`src/rtl/seq_pkg.sv`:
```
package seq_pkg;

  typedef enum logic [1:0] {
    MODE_FREE     = 2'd0,
    MODE_RESET_AT = 2'd1,
    MODE_STOP_AT  = 2'd2,
    MODE_FREE_ALT = 2'd3
  } seq_mode_e;

  // Control events derived from the button edges in one cycle
  typedef struct packed {
    logic start;    // stopped -> running
    logic clear;    // force index 0 (start or reset button)
    logic advance;  // step strobe
  } seq_evt_t;

endpackage

```
`src/rtl/seq_rst_sync.sv`:
```
module seq_rst_sync #(
  parameter int STAGES = 2
) (
  input  logic clk,
  input  logic rst_n,
  output logic rst_n_sync
);

  logic [STAGES-1:0] sync_q;

  always_ff @(posedge clk or negedge rst_n) begin
    if (!rst_n) sync_q <= '0;
    else        sync_q <= {sync_q[STAGES-2:0], 1'b1};
  end

  assign rst_n_sync = sync_q[STAGES-1];

endmodule

```
`src/rtl/seq_edge_det.sv`:
```
module seq_edge_det #(
  parameter int WIDTH = 4
) (
  input  logic             clk,
  input  logic             rst_n,
  input  logic [WIDTH-1:0] level_i,
  output logic [WIDTH-1:0] rise_o
);

  logic [WIDTH-1:0] prev_q;

  always_ff @(posedge clk or negedge rst_n) begin
    if (!rst_n) prev_q <= '0;
    else        prev_q <= level_i;
  end

  for (genvar g = 0; g < WIDTH; g++) begin : g_rise
    assign rise_o[g] = level_i[g] & ~prev_q[g];
  end

endmodule

```
`src/rtl/seq_run_ctrl.sv`:
```
module seq_run_ctrl (
  input  logic clk,
  input  logic rst_n,
  input  logic ss_rise,
  input  logic ext_rise,
  input  logic stop_hit,
  output logic start_evt,
  output logic running
);

  logic run_q, run_d, run_en;

  assign start_evt = ~run_q & (ss_rise | ext_rise);

  always_comb begin
    run_d  = run_q;
    run_en = 1'b0;
    if (start_evt) begin
      run_d  = 1'b1;
      run_en = 1'b1;
    end else if (run_q && (ss_rise || stop_hit)) begin
      run_d  = 1'b0;
      run_en = 1'b1;
    end
  end

  always_ff @(posedge clk or negedge rst_n) begin
    if (!rst_n)      run_q <= 1'b0;
    else if (run_en) run_q <= run_d;
  end

  assign running = run_q;

  assert_ss_start_R5: assert property (@(posedge clk) disable iff (!rst_n)
    (ss_rise && !running) |=> running);
  assert_ss_stop_R5: assert property (@(posedge clk) disable iff (!rst_n)
    (ss_rise && running) |=> !running);
  assert_ext_start_R7: assert property (@(posedge clk) disable iff (!rst_n)
    (ext_rise && !running) |=> running);
  assert_ext_ignored_R7: assert property (@(posedge clk) disable iff (!rst_n)
    (ext_rise && running && !ss_rise && !stop_hit) |=> running);

endmodule

```
`src/rtl/seq_step_ctr.sv`:
```
module seq_step_ctr
  import seq_pkg::*;
#(
  parameter int NUM_STEPS = 10,
  parameter int IDX_W     = $clog2(NUM_STEPS),
  parameter int SEL_W     = $clog2(NUM_STEPS + 1)
) (
  input  logic                 clk,
  input  logic                 rst_n,
  input  seq_evt_t             evt,
  input  seq_mode_e            mode,
  input  logic [SEL_W-1:0]     last_sel,
  output logic                 hit_now,
  output logic                 last_step_hit,
  output logic [IDX_W-1:0]     step_idx,
  output logic [NUM_STEPS-1:0] step_onehot
);

  localparam logic [IDX_W-1:0] LAST_IDX = IDX_W'(NUM_STEPS - 1);
  localparam logic [SEL_W-1:0] MAX_SEL  = SEL_W'(NUM_STEPS);

  logic [IDX_W-1:0] idx_q, idx_d, inc, tgt;
  logic [SEL_W-1:0] tgt_full;
  logic             idx_en, pos_ok, use_reset, use_stop, hit_q;

  assign pos_ok    = (last_sel != '0) && (last_sel <= MAX_SEL);
  assign tgt_full  = last_sel - SEL_W'(1);
  assign tgt       = tgt_full[IDX_W-1:0];
  assign use_reset = pos_ok && (mode == MODE_RESET_AT);
  assign use_stop  = pos_ok && (mode == MODE_STOP_AT);
  assign inc       = (idx_q == LAST_IDX) ? '0 : idx_q + IDX_W'(1);

  always_comb begin
    idx_d   = idx_q;
    idx_en  = 1'b0;
    hit_now = 1'b0;
    if (evt.clear) begin
      idx_d  = '0;
      idx_en = 1'b1;
    end else if (evt.advance) begin
      idx_en = 1'b1;
      if (use_reset && (inc >= tgt)) begin
        idx_d = '0;
      end else begin
        idx_d   = inc;
        hit_now = use_stop && (inc == tgt);
      end
    end
  end

  always_ff @(posedge clk or negedge rst_n) begin
    if (!rst_n) begin
      idx_q <= '0;
      hit_q <= 1'b0;
    end else begin
      if (idx_en) idx_q <= idx_d;
      hit_q <= hit_now;
    end
  end

  assign step_idx      = idx_q;
  assign last_step_hit = hit_q;

  for (genvar g = 0; g < NUM_STEPS; g++) begin : g_dec
    assign step_onehot[g] = (idx_q == IDX_W'(g));
  end

  assert_never_selected_R3: assert property (@(posedge clk) disable iff (!rst_n)
    (evt.advance && !evt.clear && use_reset && tgt != '0) |=> step_idx != $past(tgt));
  assert_stop_lands_R4: assert property (@(posedge clk) disable iff (!rst_n)
    hit_now |=> (last_step_hit && step_idx == $past(tgt)));
  assert_clear_wins_R11: assert property (@(posedge clk) disable iff (!rst_n)
    evt.clear |=> step_idx == '0);

endmodule

```
`src/rtl/ten_step_seq_ctrl.sv`:
```
module ten_step_seq_ctrl
  import seq_pkg::*;
#(
  parameter int NUM_STEPS = 10,
  parameter int IDX_W     = $clog2(NUM_STEPS),
  parameter int SEL_W     = $clog2(NUM_STEPS + 1)
) (
  input  logic                 clk,
  input  logic                 rst_n,
  input  logic                 tick,
  input  logic                 man_step,
  input  logic                 ss_btn,
  input  logic                 ext_start,
  input  logic                 rst_btn,
  input  logic [1:0]           mode,
  input  logic [SEL_W-1:0]     last_sel,
  output logic [NUM_STEPS-1:0] step_onehot,
  output logic [IDX_W-1:0]     step_idx,
  output logic                 running,
  output logic                 last_step_hit
);

  localparam int N_BTN = 4;

  logic             rst_n_sync, start_evt, hit_now;
  logic [N_BTN-1:0] rise;
  logic             man_rise, ss_rise, ext_rise, rst_rise;
  seq_evt_t         evt;

  seq_rst_sync #(.STAGES(2)) u_rst (
    .clk        (clk),
    .rst_n      (rst_n),
    .rst_n_sync (rst_n_sync)
  );

  seq_edge_det #(.WIDTH(N_BTN)) u_edge (
    .clk     (clk),
    .rst_n   (rst_n_sync),
    .level_i ({rst_btn, ext_start, ss_btn, man_step}),
    .rise_o  (rise)
  );

  assign man_rise = rise[0];
  assign ss_rise  = rise[1];
  assign ext_rise = rise[2];
  assign rst_rise = rise[3];

  seq_run_ctrl u_run (
    .clk       (clk),
    .rst_n     (rst_n_sync),
    .ss_rise   (ss_rise),
    .ext_rise  (ext_rise),
    .stop_hit  (hit_now),
    .start_evt (start_evt),
    .running   (running)
  );

  assign evt.start   = start_evt;
  assign evt.clear   = start_evt | rst_rise;
  assign evt.advance = (tick & running) | man_rise;

  seq_step_ctr #(
    .NUM_STEPS (NUM_STEPS),
    .IDX_W     (IDX_W),
    .SEL_W     (SEL_W)
  ) u_ctr (
    .clk           (clk),
    .rst_n         (rst_n_sync),
    .evt           (evt),
    .mode          (seq_mode_e'(mode)),
    .last_sel      (last_sel),
    .hit_now       (hit_now),
    .last_step_hit (last_step_hit),
    .step_idx      (step_idx),
    .step_onehot   (step_onehot)
  );

  assert_onehot_R1: assert property (@(posedge clk) disable iff (!rst_n_sync)
    $onehot(step_onehot) && step_onehot[step_idx]);
  assert_start_at_one_R6: assert property (@(posedge clk) disable iff (!rst_n_sync)
    $rose(running) |-> step_idx == '0);
  assert_rstbtn_R8: assert property (@(posedge clk) disable iff (!rst_n_sync)
    (rst_rise && !ss_rise && !ext_rise) |=> (step_idx == '0 && running == $past(running)));
  assert_hit_stops_R4: assert property (@(posedge clk) disable iff (!rst_n_sync)
    last_step_hit |-> !running);

endmodule

```
`config.mk`:
```
export PLATFORM = sky130hd
export DESIGN_NAME = ten_step_seq_ctrl
export DESIGN_NICKNAME = d
export VERILOG_FILES = /design/src/rtl/seq_pkg.sv /design/src/rtl/seq_rst_sync.sv /design/src/rtl/seq_edge_det.sv /design/src/rtl/seq_run_ctrl.sv /design/src/rtl/seq_step_ctr.sv /design/src/rtl/ten_step_seq_ctrl.sv
export SDC_FILE = /design/constraint.sdc
export NUM_CORES = 1
export LEC_CHECK = 0
export BUFFER_PORTS_ARGS = -buffer_cell sky130_fd_sc_hd__buf_2
export CORE_MARGIN = 8
export CORE_UTILIZATION = 48
export CTS_CLUSTER_DIAMETER = 150
export CTS_CLUSTER_SIZE = 16
export DETAILED_ROUTE_END_ITERATION = 6
export PLACE_DENSITY = 0.85
export SLEW_MARGIN = 20
export SYNTH_ARGS = -nofsm -noshare
export SYNTH_HDL_FRONTEND = slang
export SYNTH_SLANG_ARGS = --single-unit
export TNS_END_PERCENT = 10
```
`constraint.sdc`:
```
create_clock -name clk -period 1.7 [get_ports clk]
set_input_delay 0.255 -clock clk [delete_from_list [all_inputs] [get_ports clk]]
set_output_delay 0.255 -clock clk [all_outputs]
set_load 0.02 [all_outputs]
```
# Yosys cells after proc, flatten, opt, wreduce, memory -nomap -nowiden
# Index checks and enable logic that the tools add are counted.
[word_totals]
regBits = 12
input_bits = 13
output_inout_bits = 16
word_cells = 61
[op_classes]
n_addsub = 2
magnitude_cmp = 2
eq_ne = 12
n_mux = 13
n_bitwise = 14
n_reduce_logical = 13
[ops]
columns = ["op", "count"]
rows = [
  ["$eq A4 B3 Y1 const B", 4],
  ["$mux W4", 4],
  ["$mux W1", 9],
  ["$eq A4 B2 Y1 const B", 2],
  ["$eq A4 B4 Y1 const B", 2],
  ["$and A1 B1 Y1", 6],
  ["$logic_and A1 B1 Y1", 6],
  ["$not A1 Y1", 5],
  ["$add A4 B1 Y4 const B", 1],
  ["$eq A4 B1 Y1 const B", 1],
  ["$eq A4 B4 Y1", 1],
  ["$ge A4 B4 Y1", 1],
  ["$le A4 B4 Y1 const B", 1],
  ["$logic_not A4 Y1", 1],
  ["$reduce_and A2 Y1", 2],
  ["$reduce_bool A2 Y1", 2],
  ["$reduce_bool A4 Y1", 1],
  ["$sub A4 B1 Y4 const B", 1],
  ["$or A1 B1 Y1", 3],
  ["$eq A2 B1 Y1 const B", 1],
  ["$eq A2 B2 Y1 const B", 1],
  ["$logic_or A1 B1 Y1", 1],
]

# Depth between registers and ports, before layout
# Gate-level depths: netlist (run 1).
[depth]
depth_word = 12
mapped_depth = 11
ltp_nobuf = 11

# Modules after synthesis
# From an unflattened synthesis (run 1), not the netlist that was laid out.
[hier_totals]
cells_unflattened = 85
hier_area_um2 = 810.8
[modules_own_cells]
columns = ["mod", "instances", "cells_each", "area_per_inst_um2", "seq_area_each_um2"]
rows = [
  ["seq_step_ctr", 1, 67, 541.8, 125.1],
  ["seq_edge_det", 1, 8, 155.1, 100.1],
  ["seq_rst_sync", 1, 3, 53.8, 50.0],
  ["seq_run_ctrl", 1, 5, 46.3, 25.0],
  ["ten_step_seq_ctrl", 1, 2, 13.8, 0.0],
]

# Worst setup path before layout (run 1)
# No wires, ideal clock.
[synth_path]
path_kind = "register to register"
start = "register u_ctr.idx_q[1] (netlist: u_ctr.step_idx[1])"
end = "register u_ctr.idx_q[0] (netlist: u_ctr.step_idx[0])"
setup_ns = 0.128
t_arrival_ns = 2.403
required_ns = 1.572
path_slack_ns = -0.831
stages_incl_launch_ff = 12
period_less_slack_ns = 2.531
path_cell_list = "dfrtp_1 > inv_1 > ha_1 > inv_1 > or2_2 > nand2_1 > inv_1 > ha_1 > nor3_1 > or4b_1 > nor3_2 > o32ai_1"
[synth_between]
elab_chain_len = 7
word_cells_on_any_way = 8
cone_classes = "add/sub: 1; order compare: 1; eq/ne: 1; mux: 4; reduce/logical: 1"
[synth_rtl]
columns = ["item", "line", "source"]
rows = [
  ["start, declared", "seq_step_ctr.sv:22", "logic [IDX_W-1:0] idx_q, idx_d, inc, tgt;"],
  ["start signal, assigned", "seq_step_ctr.sv:56", "if (idx_en) idx_q <= idx_d;"],
  ["$add A4 B1 Y4 or $eq A4 B4 Y1 (tied branches)", "seq_step_ctr.sv:31", "assign inc = (idx_q == LAST_IDX) ? '0 : idx_q + IDX_W'(1);"],
  ["$mux W4 *", "seq_step_ctr.sv:31", ""],
  ["$ge A4 B4 Y1", "seq_step_ctr.sv:42", "if (use_reset && (inc >= tgt)) begin"],
  ["$logic_and A1 B1 Y1", "seq_step_ctr.sv:42", ""],
  ["$mux W4 *", "seq_step_ctr.sv:42", ""],
  ["$mux W4 *", "seq_step_ctr.sv:40", "end else if (evt.advance) begin"],
  ["$mux W4 *", "seq_step_ctr.sv:37", "if (evt.clear) begin"],
]
# Mark *: on every way between the ends. The rest lies on a longest branch, timed or not. The select of a mux whose other input is x is not followed.
# A chain may end at the register's enable or synchronous reset.

# Final worst setup path (run 1)
[layout_path]
start = "register u_ctr.idx_q[1] (netlist: u_ctr.step_idx[1])"
end = "register u_ctr.idx_q[1] (netlist: u_ctr.step_idx[1])"
# The elaborated chain is that of the path after synthesis.

==> impl_metrics.sql, run 1 <==
INSERT INTO impl_metrics (metric_group, metric, value, unit) VALUES
('timing', 'rsz0062_at_grt', 'yes', ''),
('routing', 'drt_first_pass_iters', '4', ''),
('worst_setup_path', 'slowest_stage', 'or4b_4', ''),
('logic_synthesis', 'yosysWarningCount', '0', ''),
('routing', 'detail_route.wirelength', '2491', 'um'),
('placed_design', 'dp.cells', '156', ''),
('logic_synthesis', 'synth_enable_flop_cells', '0', ''),
('logic_synthesis', 'synth_fp_nets', '113', ''),
('logic_synthesis', 'synth_async_sr_flop_share', '1.000', ''),
('worst_setup_path', 'setup.reg_to_reg.worst_slack', '-0.69', 'ns'),
('placed_design', 'gpl.final_weighted_congestion', '0.7938', ''),
('worst_setup_path', 'criticalPathCategory', 'reg2reg', ''),
('worst_setup_path', 'crit-reg2reg-launch', 'u_ctr.step_idx[1]', ''),
('logic_synthesis', 'seq_area_frac_synth', '0.3593', ''),
('power_and_ir_drop', 'internal-power', '836.2', 'uW'),
('routing', 'drt_iter0_drc', '15', ''),
('logic_synthesis', 'synth_cell_type_count', '29', ''),
('layout', 'drive_above_1_share', '0.5448', ''),
('layout', 'layout-area-overhead-vs-synth', '58.23', '%'),
('die', 'core', '1689', 'um2'),
('clocking', 'tritoncts_clock_tree', 'built', ''),
('power_and_ir_drop', 'powerDensity', '1037', 'nW/um2'),
('layout', 'final_std_cells_w_o_fill', '162', ''),
('die', 'die-area', '3333', 'um2'),
('power_and_ir_drop', 'power.net_switching', '535.4', 'uW'),
('timing', 'worst_clock_skew', '0.003998', 'ns'),
('power_and_ir_drop', 'ir_worst_vdd', '738.0', 'uV'),
('placed_design', 'io_buffer_count', '28', ''),
('grt', 'vias_in_the_first_global_route', '950', ''),
('clocking', 'cts-buffers-inserted', '3', ''),
('logic_synthesis', 'synth_top_cell_area_share', '0.3593', ''),
('layout', 'nets', '169', ''),
('placed_design', 'dp.final_hpwl', '1956', 'um'),
('logic_synthesis', 'syn-cell-area', '835.8', 'um2'),
('power_and_ir_drop', 'swShare', '0.3904', ''),
('status', 'run_status', 'finished with violations', ''),
('routing', 'drt-vias-per-instance', '5.346', ''),
('timing', 'fmax', '418.7', 'MHz'),
('die', 'vertical_extent_of_the_die', '57.73', 'um'),
('worst_setup_path', 'max_stage_delay', '0.52', 'ns'),
('timing', 'timing.hold.ws', '0.09355', 'ns'),
('clocking', 'htree_num_levels', '1', ''),
('flow_run', 'maxCapViolCount', '0', ''),
('worst_setup_path', 'critical_path_required', '1.86', 'ns'),
('routing', 'routed-via-count', '866', ''),
('timing', 'drv_slew', '0', ''),
('status', 'failing_checks', 'negative setup slack', ''),
('power_and_ir_drop', 'total_leakage_power', '0.0007137', 'uW'),
('timing', 'post-route-min-period', '2.388', 'ns'),
('worst_setup_path', 'worst-r2r-cell-count', '11', ''),
('timing', 'timing.final.ws_setup', '-0.6885', 'ns'),
('routing', 'final_antenna_violating_net_count', '0', ''),
('worst_setup_path', 'critical_path_buf_inv_count', '3', ''),
('clocking', 'worstSkewPairLatency', '0.28', 'ns'),
('layout', 'insertedDiodeCount', '0', ''),
('timing', 'setup_viol_count_final', '7', ''),
('logic_synthesis', 'synth.avg_cell_area', '9.287', 'um2'),
('worst_setup_path', 'start_point_of_the_critical_path', 'u_ctr.step_idx[1]', ''),
('routing', 'detail_route.wl_per_cell', '15.38', 'um'),
('die', 'initial_utilization', '0.4948', ''),
('clocking', 'clk_pin_slew_worst_paths', '0.07', 'ns'),
('worst_setup_path', 'timing.rr.end', 'u_ctr.step_idx[1]', ''),
('worst_setup_path', 'setup.worst_path.end_class', 'flip-flop', ''),
('power_and_ir_drop', 'clockPowerShare', '0.165', ''),
('worst_setup_path', 'critPathMaxFanout', '4', ''),
('grt', 'gr-usage-all-layers', '0.1487', ''),
('clocking', 'cts_root_buffer', 'clkbuf_4', ''),
('routing', 'drc', '0', ''),
('logic_synthesis', 'postSynthRegisterBits', '12', ''),
('grt', 'grt_antenna_before_repair', '0', ''),
('worst_setup_path', 'cpLargestDelayFamily', 'simple AND/OR/NAND/NOR gates', '');
per-stage QoR:
step	total power (uW)	instance area, um2	setup TNS [ns]	utilization	setup slack (ns)
2_1_floorplan	713.5	870.8	-3.337	-	-0.7121
3_3_place_gp	985.1	1186	-3.825	0.7022	-0.7619
3_5_place_dp	1022	1186	-4.549	0.7022	-0.9046
4_1_cts	1348	1304	-3.502	0.7719	-0.6761
5_1_grt	1459	1323	-4.495	0.7830	-0.8009
6_report	1372	1323	-3.552	0.7830	-0.6885
worst reg2reg max path, stage by stage, from the launching register on:
cell	delay, ns
dfrtp_2	0.43
inv_2	0.09
ha_4	0.14
inv_1	0.05
or2_4	0.25
nand2_2	0.08
inv_2	0.04
ha_4	0.26
nor3_1	0.04
or4b_4	0.52
nor3_4	0.24
o32ai_2	0.12
power groups by stage:
stage | Combinational (uW) | Sequential, uW | Clock, uW
finish | 775 | 370 | 227
global route | 837 | 376 | 247
CTS | 743 | 371 | 234
detailed placement | 650 | 372 | 0
global placement | 618 | 367 | 0
floorplan | 313 | 400 | 0
cell type report:
cell class              count  area [um2]
inverters                  10       37.54
well taps                  17       21.27
multi-input cells          67       585.6
repair buffers             52       337.8
clock buffers               4       36.28
fillers                   121       366.6
flip-flops and latches     12       304.0
layout by cell type (no fill, tap or decap), types with 2 or more instances in the layout:
cell	synthesis	final
buf_6	0	2
and2_1	7	7
nand3_1	3	3
nand2b_1	4	3
ha_4	0	2
nor3_1	5	3
buf_4	0	24
buf_2	1	25
a21oi_1	2	2
inv_2	0	3
clkbuf_4	0	3
inv_1	10	7
nor3_2	1	2
dfrtp_2	0	3
nor2b_1	5	5
nor2_1	4	3
o32ai_2	0	2
nand2_1	7	6
ha_1	10	8
nand2b_4	1	2
xnor2_1	2	2
dfrtp_1	12	9
metal layers:
| layer | vias up | wire, um | track usage |
|---|---|---|---|
| li1 | 412 | - | - |
| met1 | 405 | 902 | 0.1305 |
| met2 | 38 | 1338 | 0.2830 |
| met3 | 11 | 157 | 0.05519 |
| met4 | 0 | 92 | 0.08392 |
| met5 | - | 0 | 0 |
cells by family (layout without fill, tap and decap cells):
kind of cell	Yosys count	count (layout)	synth area share
AOI/OAI and AO/OA	12	12	0.1093
xor gates and xnor gates	3	3	0.03144
adders and majority gates	10	10	0.1497
buffers and inverters	11	66	0.05090
DFF	12	12	0.3593
other	1	1	0.004487
and+or+nand+nor	41	41	0.2949
registers in the layout (all words and copies together), names as in the netlist:
| register | cells |
|---|---|
| u_ctr.last_step_hit | 1 |
| u_ctr.step_idx | 4 |
| u_edge.prev_q | 4 |
| u_rst.sync_q | 2 |
| u_run.running | 1 |
what timing repair did:
item	CTS	global route
hold endpoints to repair	2	0
hold buffers	1	0
resized for setup	13	6
buffers inserted	1	0
endpoints found under the setup margin	6	15
pin swaps	6	0
worst min-delay path by stage:
stage	startpoint	endpoint	slack [ns]	cells past startpoint
after CTS	man_step	u_edge.prev_q[0]	0.09	1
final	rst_btn	u_edge.prev_q[3]	0.09	1
after global placement	rst_n	u_rst.sync_q[0]	0.04	1
after floorplan	rst_n	u_rst.sync_q[0]	-0.04	0
after global routing	ext_start	u_edge.prev_q[2]	0.09	1
after detailed placement	rst_n	u_rst.sync_q[0]	0.04	1
Note: power is estimated with default switching activity, not from simulation.
==> run 2, diff against run 1 <==
==> constraint.sdc (replaced) <==
create_clock -name clk -period 1.7 [get_ports clk]
set_input_delay 0.34 -clock clk [delete_from_list [all_inputs] [get_ports clk]]
set_output_delay 0.34 -clock clk [all_outputs]
set_load 0.005 [all_outputs]
==> run 2 against run 1 <==
The flow still finishes with violations (negative setup slack). Via count increased by 2.7%. Power grew 1.7%. Final cell count increased by 1.2%. Clock-buffer cell count unchanged. Maximum frequency rose by 0.95%. Cell area increased by 1.1%. Clock power about the same. Die area did not move. Sequential power shrank 2%. Setup slack better by 0.022 ns. Register-to-register slack better by 0.02 ns. Critical path type unchanged. Largest cell class unchanged.
==> impl_metrics.sql, run 2 (same netlist as run 1, synthesis figures left out) <==
INSERT INTO impl_metrics (metric_group, metric, value, unit) VALUES
('routing', 'detail_route.wl_per_cell', '15.81', 'um'),
('die', 'core', '1689', 'um2'),
('worst_setup_path', 'critical_path_required', '1.86', 'ns'),
('layout', 'drive_above_1_share', '0.5374', ''),
('placed_design', 'dp.final_hpwl', '1825', 'um'),
('timing', 'worst_clock_skew', '0.006745', 'ns'),
('worst_setup_path', 'slowest_stage', 'dfrtp_1', ''),
('placed_design', 'gpl.final_weighted_congestion', '0.7775', ''),
('routing', 'final_antenna_violating_net_count', '0', ''),
('grt', 'grt_max_degree', '11', ''),
('power_and_ir_drop', 'ir_worst_vdd', '658.9', 'uV'),
('die', 'die-area', '3333', 'um2'),
('flow_run', 'maxCapViolCount', '0', ''),
('worst_setup_path', 'setup.reg_to_reg.worst_slack', '-0.67', 'ns'),
('power_and_ir_drop', 'powerDensity', '1043', 'nW/um2'),
('layout', 'nets', '171', ''),
('grt', 'gr-total-overflow', '0', ''),
('grt', 'grt_antenna_before_repair', '0', ''),
('status', 'run_status', 'finished with violations', ''),
('clocking', 'cts-buffers-inserted', '3', ''),
('placed_design', 'io_buffer_count', '28', ''),
('timing', 'timing.hold.ws', '0.1672', 'ns'),
('grt', 'vias_in_the_first_global_route', '895', ''),
('clocking', 'cts_root_buffer', 'clkbuf_4', ''),
('timing', 'setup_viol_count_final', '14', ''),
('clocking', 'clk_pin_slew_worst_paths', '0.08', 'ns'),
('status', 'failing_checks', 'negative setup slack', ''),
('worst_setup_path', 'max_stage_delay', '0.39', 'ns'),
('layout', 'insertedDiodeCount', '0', ''),
('routing', 'drc', '0', ''),
('clocking', 'worstSkewPairLatency', '0.27', 'ns'),
('timing', 'timing.final.hold_violations', '0', ''),
('worst_setup_path', 'cp_common_cell', 'buf_4', ''),
('worst_setup_path', 'critPathMaxFanout', '4', ''),
('worst_setup_path', 'startpoint_class_of_the_critical_path', 'flip-flop', ''),
('timing', 'timing.final.ws_setup', '-0.6660', 'ns'),
('clocking', 'htree_num_levels', '1', ''),
('layout', 'layout.cells.most_common_list', '28 x buf_2, 25 x buf_4, 11 x dfrtp_1', ''),
('grt', 'wire_length_of_the_first_global_routing_pass', '4091', 'um'),
('clocking', 'tritoncts_clock_tree', 'built', ''),
('routing', 'drt_first_pass_iters', '4', ''),
('worst_setup_path', 'crit_chain', 'inv_2 -> buf_4 -> buf_4 -> ha_1 -> nand2_1 -> inv_1 -> ha_4 -> a2111oi_4 -> buf_4 -> nor3_4 -> o32ai_1', ''),
('die', 'vertical_extent_of_the_die', '57.73', 'um'),
('worst_setup_path', 'crit_arrival', '2.52', 'ns'),
('worst_setup_path', 'worst-r2r-cell-count', '11', ''),
('layout', 'post-route-util', '0.7919', ''),
('routing', 'detail_route.wirelength', '2593', 'um'),
('routing', 'drt_iter0_drc', '17', ''),
('clocking', 'clock_sinks', '12', ''),
('layout', 'filler_cell_count', '112', ''),
('timing', 'post-route-min-period', '2.366', 'ns'),
('die', 'floorplan.rows', '15', ''),
('timing', 'fmax', '422.7', 'MHz'),
('power_and_ir_drop', 'total_leakage_power', '0.0007173', 'uW'),
('die', 'die-width', '57.73', 'um'),
('clocking', 'clockBufferDepth', '2', ''),
('die', 'initial_utilization', '0.4948', ''),
('grt', 'gr-usage-all-layers', '0.1569', ''),
('min_path', 'holdCritPathClass', 'reg2async', ''),
('worst_setup_path', 'crit-reg2reg-launch', 'u_ctr.step_idx[1]', ''),
('timing', 'post-route-period-util', '1.392', ''),
('timing', 'drv_slew', '0', ''),
('routing', 'drt-vias-per-instance', '5.421', ''),
('layout', 'layout_commonest_cell', 'buf_2', ''),
('worst_setup_path', 'timing.rr.end', 'u_ctr.step_idx[0]', ''),
('die', 'ios', '29', ''),
('worst_setup_path', 'setup.worst_path.end_class', 'flip-flop', ''),
('layout', 'layout-area-overhead-vs-synth', '60.03', '%'),
('timing', 'rsz0062_at_grt', 'yes', ''),
('worst_setup_path', 'criticalPathCategory', 'reg2reg', ''),
('routing', 'routed-via-count', '889', '');
==> run 2: cell types whose count changed in the layout (fill, tap and decap cells not counted), moves of 2 or more <==
cell	before	now
ha_2	0	2
buf_2	25	28
ha_1	8	5
dfrtp_2	3	1
dfrtp_1	9	11
buf_6	2	0
==> run 2: power by group <==
group / internal [uW] / switching, uW / total [uW] / leakage [uW]
combinational: 440 / 365 / 805 / 0.000548
sequential: 320 / 44.2 / 364 / 0.000148
clock: 130 / 96.3 / 226 / 0.0000210
total: 890 / 505 / 1400 / 0.000717
==> run 2: what timing repair did <==
action / 4_1_cts / 5_1_grt
pin swaps: 10 / 1
hold buffers: 1 / 0
gates resized for setup: 16 / 0
endpoints found under the hold margin: 2 / 0
buffers inserted: 2 / 0
endpoints found under the setup margin: 10 / 16
==> run 2: routing by layer <==
layer	track usage	vias to the layer above	part of all wire	wire [um]
met5	0	-	0	0
met4	0.06294	0	0.011	28
met3	0.03091	4	0.038	98
met2	0.3087	29	0.56	1464
met1	0.1550	436	0.39	1002
li1	-	420	-	-
==> run 2: final cells by class <==
cell class,count,area (um2),share of cell area
Clock buffer,4,36.28,0.02713
Inverter,10,37.54,0.02806
Multi-Input combinational cell,67,603.1,0.4509
Sequential cell,12,301.5,0.2254
Tap cell,17,21.27,0.01590
Timing Repair Buffer,54,337.8,0.2526
==> run 2: stage by stage <==
stage	area, um2	setup TNS, ns	setup slack [ns]	total power, uW	cells
after floorplan	867.1	-3.059	-0.6556	639.5	90
after global placement	1190	-3.341	-0.6824	919.3	157
after detailed placement	1190	-3.913	-0.7989	962.2	157
after CTS	1338	-3.252	-0.6034	1367	164
after global routing	1338	-4.750	-0.7666	1469	164
final	1338	-3.677	-0.6660	1395	164
==> run 2: worst max path at each step <==
stage                            startpoint                 to  slack [ns]  depth (start not counted)
after floorplan           u_ctr.step_idx[1]  u_ctr.step_idx[0]       -0.66                         11
after global placement    u_ctr.step_idx[0]  u_ctr.step_idx[0]       -0.68                          9
after detailed placement  u_ctr.step_idx[1]  u_ctr.step_idx[0]       -0.80                         11
after CTS                 u_ctr.step_idx[1]  u_ctr.step_idx[1]       -0.60                         11
after global routing      u_ctr.step_idx[1]  u_ctr.step_idx[0]       -0.77                         11
final                     u_ctr.step_idx[1]  u_ctr.step_idx[0]       -0.67                         11
==> run 2: critical path, delay by kind of cell (launching register included) <==
family | cells | cell delay, ns
flip-flops | 1 | 0.39
adder cells (fa/ha/maj) | 2 | 0.52
AND/OR/NAND/NOR | 2 | 0.13
buffers and inverters | 5 | 0.59
AO/OA/AOI/OAI | 2 | 0.63
==> run 3, diff against run 2 <==
--- a/config.mk
+++ b/config.mk
@@ -12,6 +12,7 @@
 export CTS_CLUSTER_SIZE = 16
 export DETAILED_ROUTE_END_ITERATION = 6
 export PLACE_DENSITY = 0.85
+export RECOVER_POWER = 100
 export SLEW_MARGIN = 20
 export SYNTH_ARGS = -nofsm -noshare
 export SYNTH_HDL_FRONTEND = slang
==> run 3 against run 2 <==
The run still ends with negative setup slack left. Clock skew fell by 0.0022 ns. Setup slack improved by 0.0068 ns. Combinational power hardly changed. Clock power about the same. Sequential power is essentially flat. Core utilization is 0.74 points lower. Flip-flop and latch count stayed put. Via count up 0.11%. Routed wire length down 0.42%. Non-clock buffer count stayed put. Worst hold slack got worse by 0.0023 ns. Critical endpoint unchanged.
==> impl_metrics.sql, run 3 (same netlist as run 1, synthesis figures left out) <==
INSERT INTO impl_metrics (metric_group, metric, value, unit) VALUES
('grt', 'met3_usage', '0.03091', ''),
('power_and_ir_drop', 'internal-power', '887.0', 'uW'),
('timing', 'worst_clock_skew', '0.004534', 'ns'),
('power_and_ir_drop', 'power.net_switching', '502.9', 'uW'),
('timing', 'post-route-min-period', '2.359', 'ns'),
('clocking', 'htree_num_levels', '1', ''),
('grt', 'met1_usage', '0.1550', ''),
('clocking', 'clockBufferDepth', '2', ''),
('worst_setup_path', 'setup.reg_to_reg.worst_slack', '-0.66', 'ns'),
('power_and_ir_drop', 'combinationalPowerShare', '0.577', ''),
('worst_setup_path', 'criticalPathCategory', 'reg2reg', ''),
('routing', 'final_antenna_violating_net_count', '0', ''),
('status', 'run_status', 'finished with violations', ''),
('clocking', 'worstSkewPairLatency', '0.27', 'ns'),
('timing', 'timing.final.ws_setup', '-0.6592', 'ns'),
('worst_setup_path', 'critical_path_required', '1.86', 'ns'),
('worst_setup_path', 'cp_common_cell', 'buf_4', ''),
('routing', 'routed-via-count', '890', ''),
('power_and_ir_drop', 'sequentialPowerShare', '0.262', ''),
('clocking', 'clock_sinks', '12', ''),
('grt', 'wire_length_of_the_first_global_routing_pass', '4091', 'um'),
('routing', 'detail_route.wl_per_cell', '15.74', 'um'),
('die', 'core', '1689', 'um2'),
('status', 'failing_checks', 'negative setup slack', ''),
('worst_setup_path', 'worst-r2r-cell-count', '11', ''),
('worst_setup_path', 'critPathMaxFanout', '4', ''),
('worst_setup_path', 'timing.rr.end', 'u_ctr.step_idx[0]', ''),
('timing', 'timing.hold.ws', '0.1650', 'ns'),
('grt', 'grt_busiest_layer', 'met2', ''),
('timing', 'post-route-period-util', '1.388', ''),
('power_and_ir_drop', 'clockPowerShare', '0.161', ''),
('layout', 'post-route-util', '0.7844', ''),
('clocking', 'tritoncts_clock_tree', 'built', ''),
('die', 'die-width', '57.73', 'um'),
('routing', 'drt_iter0_drc', '14', ''),
('grt', 'grt_antenna_before_repair', '0', ''),
('layout', 'layout-area-overhead-vs-synth', '58.53', '%'),
('timing', 'drv_slew', '0', ''),
('grt', 'gr-total-overflow', '0', ''),
('grt', 'gr-usage-all-layers', '0.1569', ''),
('timing', 'rsz0062_at_grt', 'yes', ''),
('layout', 'drive_above_1_share', '0.4966', ''),
('die', 'die-area', '3333', 'um2'),
('timing', 'fmax', '423.9', 'MHz'),
('power_and_ir_drop', 'total_leakage_power', '0.0006961', 'uW'),
('worst_setup_path', 'max_stage_delay', '0.39', 'ns'),
('layout', 'insertedDiodeCount', '0', ''),
('flow_run', 'maxCapViolCount', '0', ''),
('timing', 'timing.final.hold_violations', '0', ''),
('placed_design', 'dp.final_hpwl', '1825', 'um'),
('routing', 'drt_first_pass_iters', '4', ''),
('routing', 'drc', '0', ''),
('worst_setup_path', 'setup.worst_path.end_class', 'flip-flop', ''),
('worst_setup_path', 'crit_arrival', '2.52', 'ns'),
('placed_design', 'io_buffer_count', '28', ''),
('placed_design', 'place_ws', '-0.7989', 'ns'),
('grt', 'grt_max_degree', '11', ''),
('grt', 'global_route.usage.met2', '0.3087', ''),
('layout', 'layout.cells.most_common_list', '24 x buf_2, 23 x buf_4, 11 x dfrtp_1', ''),
('worst_setup_path', 'crit_chain', 'inv_2 -> buf_4 -> buf_4 -> ha_1 -> nand2_1 -> inv_1 -> ha_4 -> a2111oi_4 -> buf_4 -> nor3_4 -> o32ai_1', ''),
('timing', 'setup_viol_count_final', '14', ''),
('die', 'ios', '29', ''),
('min_path', 'holdCritPathClass', 'reg2async', ''),
('worst_setup_path', 'slowest_stage', 'dfrtp_1', ''),
('clocking', 'clk_pin_slew_worst_paths', '0.08', 'ns'),
('power_and_ir_drop', 'powerDensity', '1049', 'nW/um2'),
('die', 'floorplan.rows', '15', ''),
('routing', 'detail_route.wirelength', '2582', 'um'),
('power_and_ir_drop', 'ir_worst_vdd', '652.6', 'uV'),
('clocking', 'cts_root_buffer', 'clkbuf_4', ''),
('worst_setup_path', 'startpoint_class_of_the_critical_path', 'flip-flop', ''),
('die', 'initial_utilization', '0.4948', ''),
('placed_design', 'gpl.final_weighted_congestion', '0.7775', ''),
('routing', 'drt-vias-per-instance', '5.427', ''),
('layout', 'layout_commonest_cell', 'buf_2', ''),
('power_and_ir_drop', 'swShare', '0.3618', ''),
('clocking', 'cts-buffers-inserted', '3', ''),
('layout', 'nets', '171', ''),
('grt', 'vias_in_the_first_global_route', '895', ''),
('die', 'vertical_extent_of_the_die', '57.73', 'um'),
('worst_setup_path', 'crit-reg2reg-launch', 'u_ctr.step_idx[1]', '');
run 3: area by class of cell:
cell class                 count  area [um2]
multi-input combinational     67       603.1
sequential                    12       301.5
fill                         120       364.1
timing repair buffer          54       325.3
inverter                      10       37.54
clock buffer                   4       36.28
tap                           17       21.27
run 3: worst max-delay path by stage:
stage / startpoint / end / slack (ns)
after global placement: u_ctr.step_idx[0] / u_ctr.step_idx[0] / -0.68
final: u_ctr.step_idx[1] / u_ctr.step_idx[0] / -0.66
after detailed placement: u_ctr.step_idx[1] / u_ctr.step_idx[0] / -0.80
after floorplan: u_ctr.step_idx[1] / u_ctr.step_idx[0] / -0.66
after global routing: u_ctr.step_idx[1] / u_ctr.step_idx[0] / -0.77
after CTS: u_ctr.step_idx[1] / u_ctr.step_idx[1] / -0.60
run 3: stage by stage:
stage,setup TNS (ns),std cells,instance area [um2],power [uW]
after CTS,-3.252,164,1338,1367
after floorplan,-3.059,90,867.1,639.5
after global placement,-3.341,157,1190,919.3
after detailed placement,-3.913,157,1190,962.2
final,-3.690,164,1325,1390
after global routing,-4.749,164,1325,1466
run 3: timing repair:
action | 4_1_cts | 5_1_grt
endpoints found under the setup margin | 10 | 16
hold buffers | 1 | 0
pin swaps | 10 | 1
setup buffers | 2 | 0
resized for setup | 16 | 0
hold endpoints to repair | 2 | 0
run 3: power by group through the flow:
stage | Sequential, uW | Combinational [uW] | Clock [uW]
final | 364 | 802 | 224
after global routing | 368 | 854 | 244
after CTS | 361 | 779 | 228
after floorplan | 366 | 273 | 0
after global placement | 361 | 559 | 0
after detailed placement | 365 | 597 | 0
run 3: layer usage:
layer | part of all wire | routed length (um)
met3 | 0.036 | 93
met2 | 0.57 | 1459
met4 | 0.011 | 28
met1 | 0.39 | 1000
met5 | 0 | 0
run 3: critical path, delay by kind of cell (launching register included):
kind	cells	cell delay [ns]
AND/OR/NAND/NOR	2	0.13
AO/OA/AOI/OAI	2	0.62
buffers and inverters	5	0.59
flip-flops	1	0.39
adder cells (fa/ha/maj)	2	0.52
